===== src/rtl/supmon_pkg.sv =====
package supmon_pkg;
  localparam int REG_W   = 8;
  localparam int BIT_IE  = 0;
  localparam int BIT_FLG = 1;
  localparam int BIT_ACK = 2;
  localparam int BIT_RE  = 3;
  localparam int BIT_SE  = 4;
  localparam int BIT_LVL = 5;

  typedef enum logic [1:0] {
    PM_RUN  = 2'b00,
    PM_WAIT = 2'b01,
    PM_STOP = 2'b10,
    PM_RSV  = 2'b11
  } pwr_mode_e;

  typedef struct packed {
    logic stop_en;
    logic rst_en;
    logic irq_en;
  } ctrl_t;
endpackage


===== src/rtl/supmon_sync.sv =====
module supmon_sync #(
  parameter int STAGES = 2
) (
  input  logic clk,
  input  logic rst,
  input  logic din,
  output logic level,
  output logic toggle
);
  localparam int TOP = STAGES - 1;

  logic [STAGES-1:0] chain;
  logic              prev_q;

  generate
    if (STAGES == 1) begin : g_single
      always_ff @(posedge clk) begin
        if (rst) chain <= '0;
        else     chain <= din;
      end
    end else begin : g_multi
      always_ff @(posedge clk) begin
        if (rst) chain <= '0;
        else     chain <= {chain[STAGES-2:0], din};
      end
    end
  endgenerate

  always_ff @(posedge clk) begin
    if (rst) prev_q <= 1'b0;
    else     prev_q <= chain[TOP];
  end

  assign level  = chain[TOP];
  assign toggle = chain[TOP] ^ prev_q;
endmodule


===== src/rtl/supmon_ctrl_regs.sv =====
module supmon_ctrl_regs
  import supmon_pkg::*;
(
  input  logic             clk,
  input  logic             rst,
  input  logic             wr_en,
  input  logic [REG_W-1:0] wr_data,
  input  logic             toggle,
  input  logic             active,
  output ctrl_t            ctrl,
  output logic             flag
);
  logic ack_hit;
  assign ack_hit = wr_en & wr_data[BIT_ACK];

  always_ff @(posedge clk) begin
    if (rst) begin
      ctrl <= '0;
    end else if (wr_en) begin
      ctrl.irq_en  <= wr_data[BIT_IE];
      ctrl.rst_en  <= wr_data[BIT_RE];
      ctrl.stop_en <= wr_data[BIT_SE];
    end
  end

  // set dominates clear when both land in one cycle
  always_ff @(posedge clk) begin
    if (rst)                   flag <= 1'b0;
    else if (toggle && active) flag <= 1'b1;
    else if (ack_hit)          flag <= 1'b0;
  end
endmodule


===== src/rtl/supmon_req_gen.sv =====
module supmon_req_gen (
  input  logic clk,
  input  logic rst,
  input  logic irq_en,
  input  logic rst_en,
  input  logic flag,
  input  logic level,
  input  logic active,
  output logic irq_o,
  output logic rst_req_o
);
  logic rst_cond;
  logic rst_cond_q;

  assign rst_cond = rst_en & level & active;

  always_ff @(posedge clk) begin
    if (rst) begin
      irq_o      <= 1'b0;
      rst_req_o  <= 1'b0;
      rst_cond_q <= 1'b0;
    end else begin
      irq_o      <= irq_en & flag & ~rst_en & active;
      rst_req_o  <= rst_cond & ~rst_cond_q;
      rst_cond_q <= rst_cond;
    end
  end
endmodule


===== src/rtl/supmon_irq_ctrl.sv =====
module supmon_irq_ctrl
  import supmon_pkg::*;
#(
  parameter int SYNC_STAGES = 2
) (
  input  logic             clk,
  input  logic             rst,
  input  logic             wr_en,
  input  logic [REG_W-1:0] wr_data,
  output logic [REG_W-1:0] rd_data,
  input  logic             comp_in,
  input  logic [1:0]       pwr_mode,
  output logic             irq_o,
  output logic             rst_req_o
);
  logic  level;
  logic  toggle;
  logic  flag;
  logic  active;
  ctrl_t ctrl;

  supmon_sync #(.STAGES(SYNC_STAGES)) u_sync (
    .clk    (clk),
    .rst    (rst),
    .din    (comp_in),
    .level  (level),
    .toggle (toggle)
  );

  assign active = (pwr_mode != PM_STOP) | ctrl.stop_en;

  supmon_ctrl_regs u_regs (
    .clk     (clk),
    .rst     (rst),
    .wr_en   (wr_en),
    .wr_data (wr_data),
    .toggle  (toggle),
    .active  (active),
    .ctrl    (ctrl),
    .flag    (flag)
  );

  supmon_req_gen u_req (
    .clk       (clk),
    .rst       (rst),
    .irq_en    (ctrl.irq_en),
    .rst_en    (ctrl.rst_en),
    .flag      (flag),
    .level     (level),
    .active    (active),
    .irq_o     (irq_o),
    .rst_req_o (rst_req_o)
  );

  always_comb begin
    rd_data          = '0;
    rd_data[BIT_IE]  = ctrl.irq_en;
    rd_data[BIT_FLG] = flag;
    rd_data[BIT_RE]  = ctrl.rst_en;
    rd_data[BIT_SE]  = ctrl.stop_en;
    rd_data[BIT_LVL] = level;
  end
endmodule


===== config.mk =====
export PLATFORM = sky130hd
export DESIGN_NAME = supmon_irq_ctrl
export DESIGN_NICKNAME = d
export VERILOG_FILES = /design/src/rtl/supmon_pkg.sv /design/src/rtl/supmon_sync.sv /design/src/rtl/supmon_ctrl_regs.sv /design/src/rtl/supmon_req_gen.sv /design/src/rtl/supmon_irq_ctrl.sv
export SDC_FILE = /design/constraint.sdc
export NUM_CORES = 1
export LEC_CHECK = 0
export BUFFER_PORTS_ARGS = -buffer_cell sky130_fd_sc_hd__buf_2
export CAP_MARGIN = 10
export CELL_PAD_IN_SITES_DETAIL_PLACEMENT = 1
export CELL_PAD_IN_SITES_GLOBAL_PLACEMENT = 1
export CORE_UTILIZATION = 25
export DETAILED_ROUTE_END_ITERATION = 8
export HOLD_SLACK_MARGIN = 0.06
export PLACE_DENSITY = 0.8
export RECOVER_POWER = 100
export SLEW_MARGIN = 10
export SYNTH_ARGS = -nofsm -noshare
export SYNTH_HDL_FRONTEND = slang
export SYNTH_SLANG_ARGS = --single-unit

===== constraint.sdc =====
create_clock -name clk -period 1 [get_ports clk]
set_input_delay 0.1 -clock clk [delete_from_list [all_inputs] [get_ports clk]]
set_output_delay 0.1 -clock clk [all_outputs]
set_load 0.005 [all_outputs]

==> run metrics, run 1 <==
pin count of the biggest net entering global routing=7; Layout area overhead=31.3%; Sw Pwr=0.179 mW; placed insts=65; final slew viol count=0; Yosys reg bits=10; fmax=0.923 GHz; crit path max fanout=3; Antenna Violating Nets Remaining=0; Seq/Total Area, Yosys=50.2%; Flop pwr share=49.0%; Root Buffer=clkbuf_4; Worst EP required=1.16 ns; post-CTS setup repair buffer count=0; routed wire length=694 um; Core Area=1510 um2; antenna violations before repair=0; CTS resizes=0; Synth cell types=15; commonest non-fill, non-tap cell in the layout=buf_2; routability cong.=0.644; Min-Delay Path Class=in2reg; top-area cell type share of the netlist area=50.2%; first-pass GRT wire length=1.17 mm; GRT Resource Usage Total=9.15%; drt wl/cell=9.77 um; WS Path Type=reg2reg; final worst slack=-0.0834 ns; setup_tns=-0.0929 ns; switching portion of total power=20.7%; antenna diode count=0; clk_skew=0.00314 ns; endpoints failing setup=2; worst skew pair latency=0.26 ns; Initial Utilization=26.5%; Mapped Cells=36; Synth Cell Area=399 um2; # nets final=70; drt via density=4.21; Max Root-Sink Buffers=2; pre-CTS WS=-0.0746 ns; slowest cell on the critical path=or3b_4; Reg clk slew, reported paths=0.07 ns; Final Instance Count excl. Fillers=71; Avg Inst Size Synth=11.1 um2; combinational share of power=9.2%; Residual DRC=0; First-pass DRT Iterations=2; Pwr Density=1650 nW/um2; cts bufs inserted=3; worst path cell trace=or3b_4, and3_4, nor2b_4; IO buf count=16; leakage=0.267 nW; Worst EP arrival=1.24 ns; vias in the first global route=276; Synth area leaders=dfxtp_1, buf_4, mux2i_1; hold_ws=0.0734 ns; die width=42.0 um; H-tree depth=1; Die ar.=1760 um2; unrepaired setup endpoints after global routing=yes; # fillers=178; DRT iter0 DRCs=3; Tcrit/Tclk final=108%; failing checks=setup timing; Max stage delay on crit path=0.37 ns; max-cap viol count=0; clock share of power=41.7%; # clock sinks=10; status=finished with violations; vias=299; GRT overflow=0; final hold vios=0; worst ir drop on vdd=0.000698 V; cell taking the most area after synthesis=dfxtp_1; CTS tree=yes; min Tclk post-route=1.08 ns; multi-input logic area=154 um2; synth warn=0; FP Rows=14; layout cells sized above 1=47.3%; FF/Latch Area=201 um2; Critical Path End Type=register; total power=0.863 mW; Ports=24; commonest cells after routing, fill and taps aside=buf_2, dfxtp_1, nor2_1; CP startpoint kind=register; internal power=0.684 mW; Die Height=42.0 um
## per-stage QoR
step	util, %	area, um2
floorplan	-	408
global placement	31.2	470
detailed placement	31.2	470
CTS	35.0	527
global route	34.8	524
finish	34.8	524
## synth_stat cells
cell	number
nor2b_4	1
and2_2	1
dfxtp_1	10
a22oi_1	1
and3_4	1
and2b_1	2
nor2_1	4
nor4bb_1	1
nand2_1	1
and2b_2	1
conb_1	1
or3b_4	1
mux2i_1	3
buf_4	7
xor2_1	1
## metal layers
| layer | vias up | GRT usage, % | share of wire [%] |
|---|---|---|---|
| li1 | 146 | - | - |
| met1 | 141 | 9.76 | 38 |
| met2 | 12 | 14.7 | 51 |
| met3 | 0 | 7.83 | 9.9 |
| met4 | 0 | 0 | 0 |
| met5 | - | 0 | 0 |
## worst max-delay path, delay by kind of cell, from the launching register on
kind             cells  cell delay [ns]
AND/OR/NAND/NOR      3             0.66
flip-flops           1             0.32
## area by class of cell
| class | count | share of cell area, % |
|---|---|---|
| Timing Repair Buffer | 20 | 21.5 |
| Clock buffer | 4 | 6.92 |
| Multi-Input combinational cell | 21 | 29.4 |
| Sequential cell | 10 | 38.4 |
| Tap cell | 16 | 3.82 |
## logic make-up after synthesis
group                  Yosys count  synth area share (%)
buffers and inverters            7                  13.2
other                            1                 0.940
flip-flops                      10                  50.2
multiplexers                     3                  7.52
AO/OA/AOI/OAI                    1                  1.88
XOR/XNOR                         1                  2.19
AND/OR/NAND/NOR                 13                  24.1
## state kept, by name, summed over array words and instances, names as in the netlist
register / count
u_sync.prev_q: 1
u_req.rst_cond_q: 1
u_regs.flag: 1
u_regs.ctrl: 3
u_req.rst_req_o: 1
u_req.irq_o: 1
u_sync.chain: 2
## power by group through the flow
stage	Combinational, mW	Sequential, mW	Clock, mW
floorplan	0.0517	0.431	0
global placement	0.0740	0.432	0
finish	0.0796	0.423	0.360
global route	0.0882	0.426	0.395
detailed placement	0.0759	0.433	0
CTS	0.0820	0.424	0.379
## final timing paths
path	from	to	slack (ns)	cells past startpoint
hold / removal	wr_data[4]	u_regs.ctrl[2]$_SDFFE_PP0P_	0.07	3
setup / recovery	u_regs.ctrl[2]$_SDFFE_PP0P_	u_req.rst_req_o$_SDFF_PP0_	-0.08	3
setup reg to reg	u_regs.ctrl[2]$_SDFFE_PP0P_	u_req.rst_req_o$_SDFF_PP0_	-0.08	3
hold reg to reg	u_req.rst_cond_q$_SDFF_PP0_	u_req.rst_req_o$_SDFF_PP0_	0.43	1
## repair_timing
| action | in CTS | in global routing |
|---|---|---|
| cloned | 0 | 0 |
| hold buffers | 2 | 0 |
| pin swaps | 0 | 0 |
| hold endpoints to repair | 2 | 0 |
| setup endpoints to repair | 2 | 2 |
Note: power is estimated with default switching activity, not from simulation.
==> run 2, diff against run 1 <==
==> constraint.sdc (replaced) <==
create_clock -name clk -period 1 [get_ports clk]
set_input_delay 0.15 -clock clk [delete_from_list [all_inputs] [get_ports clk]]
set_output_delay 0.15 -clock clk [all_outputs]
set_load 0.005 [all_outputs]
==> run 2 against run 1 <==
The run still ends with setup timing left; fmax is 0.54% lower; routed wire length grew 4.5%; hold slack improved by 0.023 ns; critical path depth unchanged; sequential share of layout area is 2.8 points higher; non-clock buffer count down 2; register-to-register slack hardly changed; clock power down 27%; total power down 12%; clock skew shrank 0.0021 ns; setup slack worse by 0.0058 ns; critical endpoint unchanged; largest power group unchanged; highest routed layer unchanged.
==> run metrics, run 2 (same netlist as run 1, synthesis figures left out) <==
total power=0.763 mW (-12%); CTS tree=yes; leakage=0.249 nW (-6.7%); commonest non-fill, non-tap cell in the layout=buf_2; worst r2r dst=u_req.rst_req_o$_SDFF_PP0_; first-pass GRT wire length=1.15 mm (-1.2%); setup_tns=-0.127 ns (-0.0343 ns); Antenna Violating Nets Remaining=0 (unchanged); Min-Delay Endpoint=u_sync.chain[0]$_SDFF_PP0_; Critical Path End Type=register; wire length on met2=328 um (-8.1%); H-tree depth=1 (unchanged); die width=42.0 um (unchanged); WS Path Type=reg2reg; Max Root-Sink Buffers=2 (unchanged); DP HPWL=544 um; antenna diode count=0 (unchanged); vias=278 (-7.0%); flop-to-flop setup slack=-0.09 ns (about the same); Die ar.=1760 um2 (unchanged); # nets final=68 (-2.9%); Reg with most FFs=u_regs.ctrl; Initial Utilization=26.5% (unchanged); CTS resizes=0 (unchanged); fmax=0.918 GHz (-0.54%); CP startpoint kind=register; drt wl/cell=10.7 um (+9.1%); worst ir drop on vdd=0.000645 V (-7.6%); hold path depth=2 (-1); Root Buffer=clkbuf_4; cts bufs inserted=3 (unchanged); Layout area overhead=22.6%; Worst R2R Path Depth=3 (unchanged); Largest register FFs=3 (unchanged); failing checks=setup timing; Ports=24 (unchanged); worst min-delay path startpoint=comp_in; GRT Resource Usage Total=9.21% (+0.066 points); met1 wire length=326 um (+22%); clk_skew=0.00101 ns (-0.00214 ns); Worst EP required=1.16 ns (about the same); # clock sinks=10 (unchanged); endpoints failing setup=2 (unchanged); drt via density=4.09 (-2.9%); routability cong.=0.651 (+1.1%); final worst slack=-0.0893 ns (-0.00585 ns); vias in the first global route=256 (-7.2%); top flop regs=u_regs.ctrl x3, u_sync.chain x2; IO buf count=16 (unchanged); Die Height=42.0 um (unchanged); routed wire length=725 um (+4.5%); unrepaired setup endpoints after global routing=yes; post-CTS setup repair buffer count=0 (unchanged); # fillers=178 (unchanged); met3 WL=71 um (+2.9%); pin count of the biggest net entering global routing=7 (unchanged); final slew viol count=0 (unchanged); Tcrit/Tclk final=109% (+0.58 points); FP Rows=14 (unchanged); Pwr Density=1560 nW/um2 (-5.3%); crit path max fanout=3 (unchanged); max layer used=met3; GRT overflow=0 (unchanged); layout cells sized above 1=46.2% (-1.1 points); max-cap viol count=0 (unchanged); hold_ws=0.0962 ns (+0.0228 ns); Reg clk slew, reported paths=0.06 ns (about the same); hold buffer count at cts=0 (-2); Core Area=1510 um2 (unchanged); commonest cells after routing, fill and taps aside=buf_2, dfxtp_1, nor2_1; worst skew pair latency=0.26 ns (about the same); First-pass DRT Iterations=2 (unchanged); DRT iter0 DRCs=3 (unchanged); Min-Delay Path Class=in2reg; Residual DRC=0 (unchanged); status=finished with violations; Worst EP arrival=1.24 ns (about the same); antenna violations before repair=0 (unchanged); min Tclk post-route=1.09 ns (+0.00585 ns); worst r2r src=u_regs.ctrl[2]$_SDFFE_PP0P_; final hold vios=0 (unchanged)
==> run 2: cell types whose count changed in the layout (fill, tap and decap cells not counted), sizes merged <==
| cell | delta |
|---|---|
| dlygate4sd3 | -2 |
| buf | -1 |
==> run 2: final cells by class <==
class	instances	area, um2	area share (%)
clock buffers	3	22.5	4.60
repair buffers	18	91.3	18.7
well taps	16	20.0	4.09
flip-flops and latches	10	201	41.2
multi-input cells	21	154	31.5
==> run 2: metal layers <==
| layer | track usage [%] | vias to the layer above |
|---|---|---|
| li1 | - | 138 |
| met1 | 10.8 | 127 |
| met2 | 12.5 | 13 |
| met3 | 6.96 | 0 |
| met4 | 3.87 | 0 |
| met5 | 0 | - |
==> run 2: worst max-delay path: stages (launching register included) <==
cell	delay [ns]
dfxtp_2	0.32
or3b_4	0.38
and3_4	0.18
nor2b_4	0.11
==> run 2: power breakdown <==
group          internal, mW  leakage, nW  switching, mW
Clock                 0.138       0.0138          0.125
Combinational        0.0432        0.153         0.0319
Sequential            0.414       0.0822         0.0102
Total                 0.596        0.249          0.167
==> run 2: metrics by stage <==
step	utilization [%]	instance area (um2)	std cells	setup WS, ns
after floorplan	-	408	38	-0.0662
after global placement	31.2	470	65	-0.0713
after detailed placement	31.2	470	65	-0.0833
after CTS	32.7	493	68	-0.0934
after global routing	32.5	489	68	-0.0990
final	32.5	489	68	-0.0893
==> run 2: how the worst max path moves through the flow <==
stage | start | slack (ns) | cells past startpoint | end
final | u_regs.ctrl[2]$_SDFFE_PP0P_ | -0.09 | 3 | u_req.rst_req_o$_SDFF_PP0_
after floorplan | u_regs.ctrl[2]$_SDFFE_PP0P_ | -0.07 | 3 | u_req.rst_req_o$_SDFF_PP0_
after global routing | u_regs.ctrl[2]$_SDFFE_PP0P_ | -0.1 | 3 | u_req.rst_req_o$_SDFF_PP0_
after CTS | u_regs.ctrl[2]$_SDFFE_PP0P_ | -0.09 | 3 | u_req.rst_req_o$_SDFF_PP0_
after detailed placement | u_regs.ctrl[2]$_SDFFE_PP0P_ | -0.08 | 3 | u_req.rst_req_o$_SDFF_PP0_
after global placement | u_regs.ctrl[2]$_SDFFE_PP0P_ | -0.07 | 3 | u_req.rst_req_o$_SDFF_PP0_
==> run 3, diff against run 2 <==
--- a/config.mk
+++ b/config.mk
@@ -12,7 +12,7 @@
 export CORE_UTILIZATION = 25
 export DETAILED_ROUTE_END_ITERATION = 8
 export HOLD_SLACK_MARGIN = 0.06
-export PLACE_DENSITY = 0.8
+export PLACE_DENSITY_LB_ADDON = 0.1
 export RECOVER_POWER = 100
 export SLEW_MARGIN = 10
 export SYNTH_ARGS = -nofsm -noshare
==> run 3 against run 2 <==
The run still ends with setup timing left; first-iteration DRC count grew 33%; combinational power is essentially flat; setup slack gained 0.0034 ns; clock-buffer cell count is the same; sequential cell count is the same; cell count is the same; hold slack lost 0.0022 ns; utilization grew 0.17 points; final area grew 0.51%; highest routed layer unchanged.
==> run metrics, run 3 (same netlist as run 1, synthesis figures left out) <==
final design utilization=32.6% (+0.17 points); Layout area overhead=23.2%; unrepaired setup endpoints after global routing=yes; Reg clk slew, reported paths=0.06 ns (about the same); cts bufs inserted=3 (unchanged); total power=0.760 mW (-0.39%); placed insts=65 (unchanged); first-pass GRT wire length=1.15 mm (-0.61%); final worst slack=-0.0858 ns (+0.00344 ns); placed instance area=470 um2 (unchanged); hold path depth=2 (unchanged); final slew viol count=0 (unchanged); Die ar.=1760 um2 (unchanged); WS Path Type=reg2reg; Final Instance Count excl. Fillers=68 (unchanged); worst ir drop on vdd=0.000559 V (-13%); Reg with most FFs=u_regs.ctrl; # nets final=68 (unchanged); H-tree depth=1 (unchanged); final hold vios=0 (unchanged); Critical Path End Type=register; pin count of the biggest net entering global routing=6 (-1); DRT iter0 DRCs=4 (+1); routability cong.=0.609 (-6.4%); GRT Resource Usage Total=9.24% (+0.025 points); flop-to-flop setup slack=-0.09 ns (about the same); worst min-delay path startpoint=comp_in; Max Root-Sink Buffers=2 (unchanged); layout cells sized above 1=44.2% (-1.9 points); antenna diode count=0 (unchanged); Core Area=1510 um2 (unchanged); Min-Delay Endpoint=u_sync.chain[0]$_SDFF_PP0_; Tcrit/Tclk final=109% (-0.34 points); Min-Delay Path Class=in2reg; leakage=0.245 nW (-1.5%); GRT overflow=0 (unchanged); min Tclk post-route=1.09 ns (-0.00344 ns); setup_tns=-0.101 ns (+0.0268 ns); Pwr Density=1540 nW/um2 (-0.89%); routed wire length=701 um (-3.3%); post-CTS setup repair buffer count=0 (unchanged); FP Rows=14 (unchanged); CTS tree=yes; vias=282 (+1.4%); Initial Utilization=26.5% (unchanged); IO buf count=16 (unchanged); drt via density=4.15 (+1.4%); Residual DRC=0 (unchanged); commonest non-fill, non-tap cell in the layout=buf_2; slowest cell on the critical path=or3b_4; worst path cell trace=or3b_4, and3_4, nor2b_4; Final Cell Area=492 um2 (+0.51%); drt wl/cell=10.3 um (-3.3%); status=finished with violations; # clock sinks=10 (unchanged); Worst EP arrival=1.24 ns (about the same); vias in the first global route=276 (+7.8%); Antenna Violating Nets Remaining=0 (unchanged); CP startpoint kind=register; Die Height=42.0 um (unchanged); Root Buffer=clkbuf_4; max-cap viol count=0 (unchanged); Ports=24 (unchanged); antenna violations before repair=0 (unchanged); crit path max fanout=3 (unchanged); worst r2r src=u_regs.ctrl[2]$_SDFFE_PP0P_; worst r2r dst=u_req.rst_req_o$_SDFF_PP0_; Max stage delay on crit path=0.37 ns (about the same); die width=42.0 um (unchanged); worst skew pair latency=0.26 ns (about the same); Worst R2R Path Depth=3 (unchanged); clk_skew=0.00191 ns (+0.000905 ns); First-pass DRT Iterations=4 (+2); top flop regs=u_regs.ctrl x3, u_sync.chain x2; Largest register FFs=3 (unchanged); failing checks=setup timing; commonest cells after routing, fill and taps aside=buf_2, dfxtp_1, nor2_1, clkbuf_1; Worst EP required=1.15 ns (about the same); endpoints failing setup=2 (unchanged); fmax=0.921 GHz (+0.32%)
## run 3: report_power, final
part           internal [mW]  leakage, nW  switching (mW)
Sequential             0.414       0.0822         0.00930
Clock                  0.138       0.0138           0.123
Combinational         0.0441        0.149          0.0307
Total                  0.597        0.245           0.163
## run 3: worst max-delay path by stage
stage	start	slack, ns	depth (start not counted)	end
3_3_place_gp	u_regs.ctrl[2]$_SDFFE_PP0P_	-0.08	3	u_req.rst_req_o$_SDFF_PP0_
3_5_place_dp	u_regs.ctrl[2]$_SDFFE_PP0P_	-0.08	3	u_req.rst_req_o$_SDFF_PP0_
2_1_floorplan	u_regs.ctrl[2]$_SDFFE_PP0P_	-0.07	3	u_req.rst_req_o$_SDFF_PP0_
4_1_cts	u_regs.ctrl[2]$_SDFFE_PP0P_	-0.1	3	u_req.rst_req_o$_SDFF_PP0_
5_1_grt	u_regs.ctrl[2]$_SDFFE_PP0P_	-0.11	3	u_req.rst_req_o$_SDFF_PP0_
6_report	u_regs.ctrl[2]$_SDFFE_PP0P_	-0.09	3	u_req.rst_req_o$_SDFF_PP0_
## run 3: layout make-up
| class | instances | area, um2 |
|---|---|---|
| Fill cell | 188 | 1010 |
| Clock buffer | 3 | 22.5 |
| Sequential cell | 10 | 201 |
| Multi-Input combinational cell | 21 | 154 |
| Tap cell | 16 | 20.0 |
| Timing Repair Buffer | 18 | 93.8 |
## run 3: per-layer routing
layer	vias up	track usage (%)	wire length, um	share of wire, %
met2	14	14.1	338	48
met5	-	0	0	0
met3	0	5.65	59	8.4
met1	126	9.49	303	43
met4	0	5.81	0	0
li1	142	-	-	-
## run 3: per-stage QoR
| step | setup slack [ns] | hold WS (ns) |
|---|---|---|
| after floorplan | -0.0662 | 0.215 |
| after global placement | -0.0785 | 0.354 |
| after detailed placement | -0.0833 | 0.362 |
| after CTS | -0.0984 | 0.0796 |
| after global routing | -0.114 | 0.0961 |
| final | -0.0858 | 0.0940 |
## run 3: what timing repair did
item / in CTS / in global routing
endpoints found under the setup margin: 2 / 5
hold buffers: 0 / 0
gates resized for setup: 0 / 1
## run 3: worst max-delay path, delay by kind of cell, from the launching register on
kind / cells / cell delay, ns
simple gates: 3 / 0.66
flops: 1 / 0.32
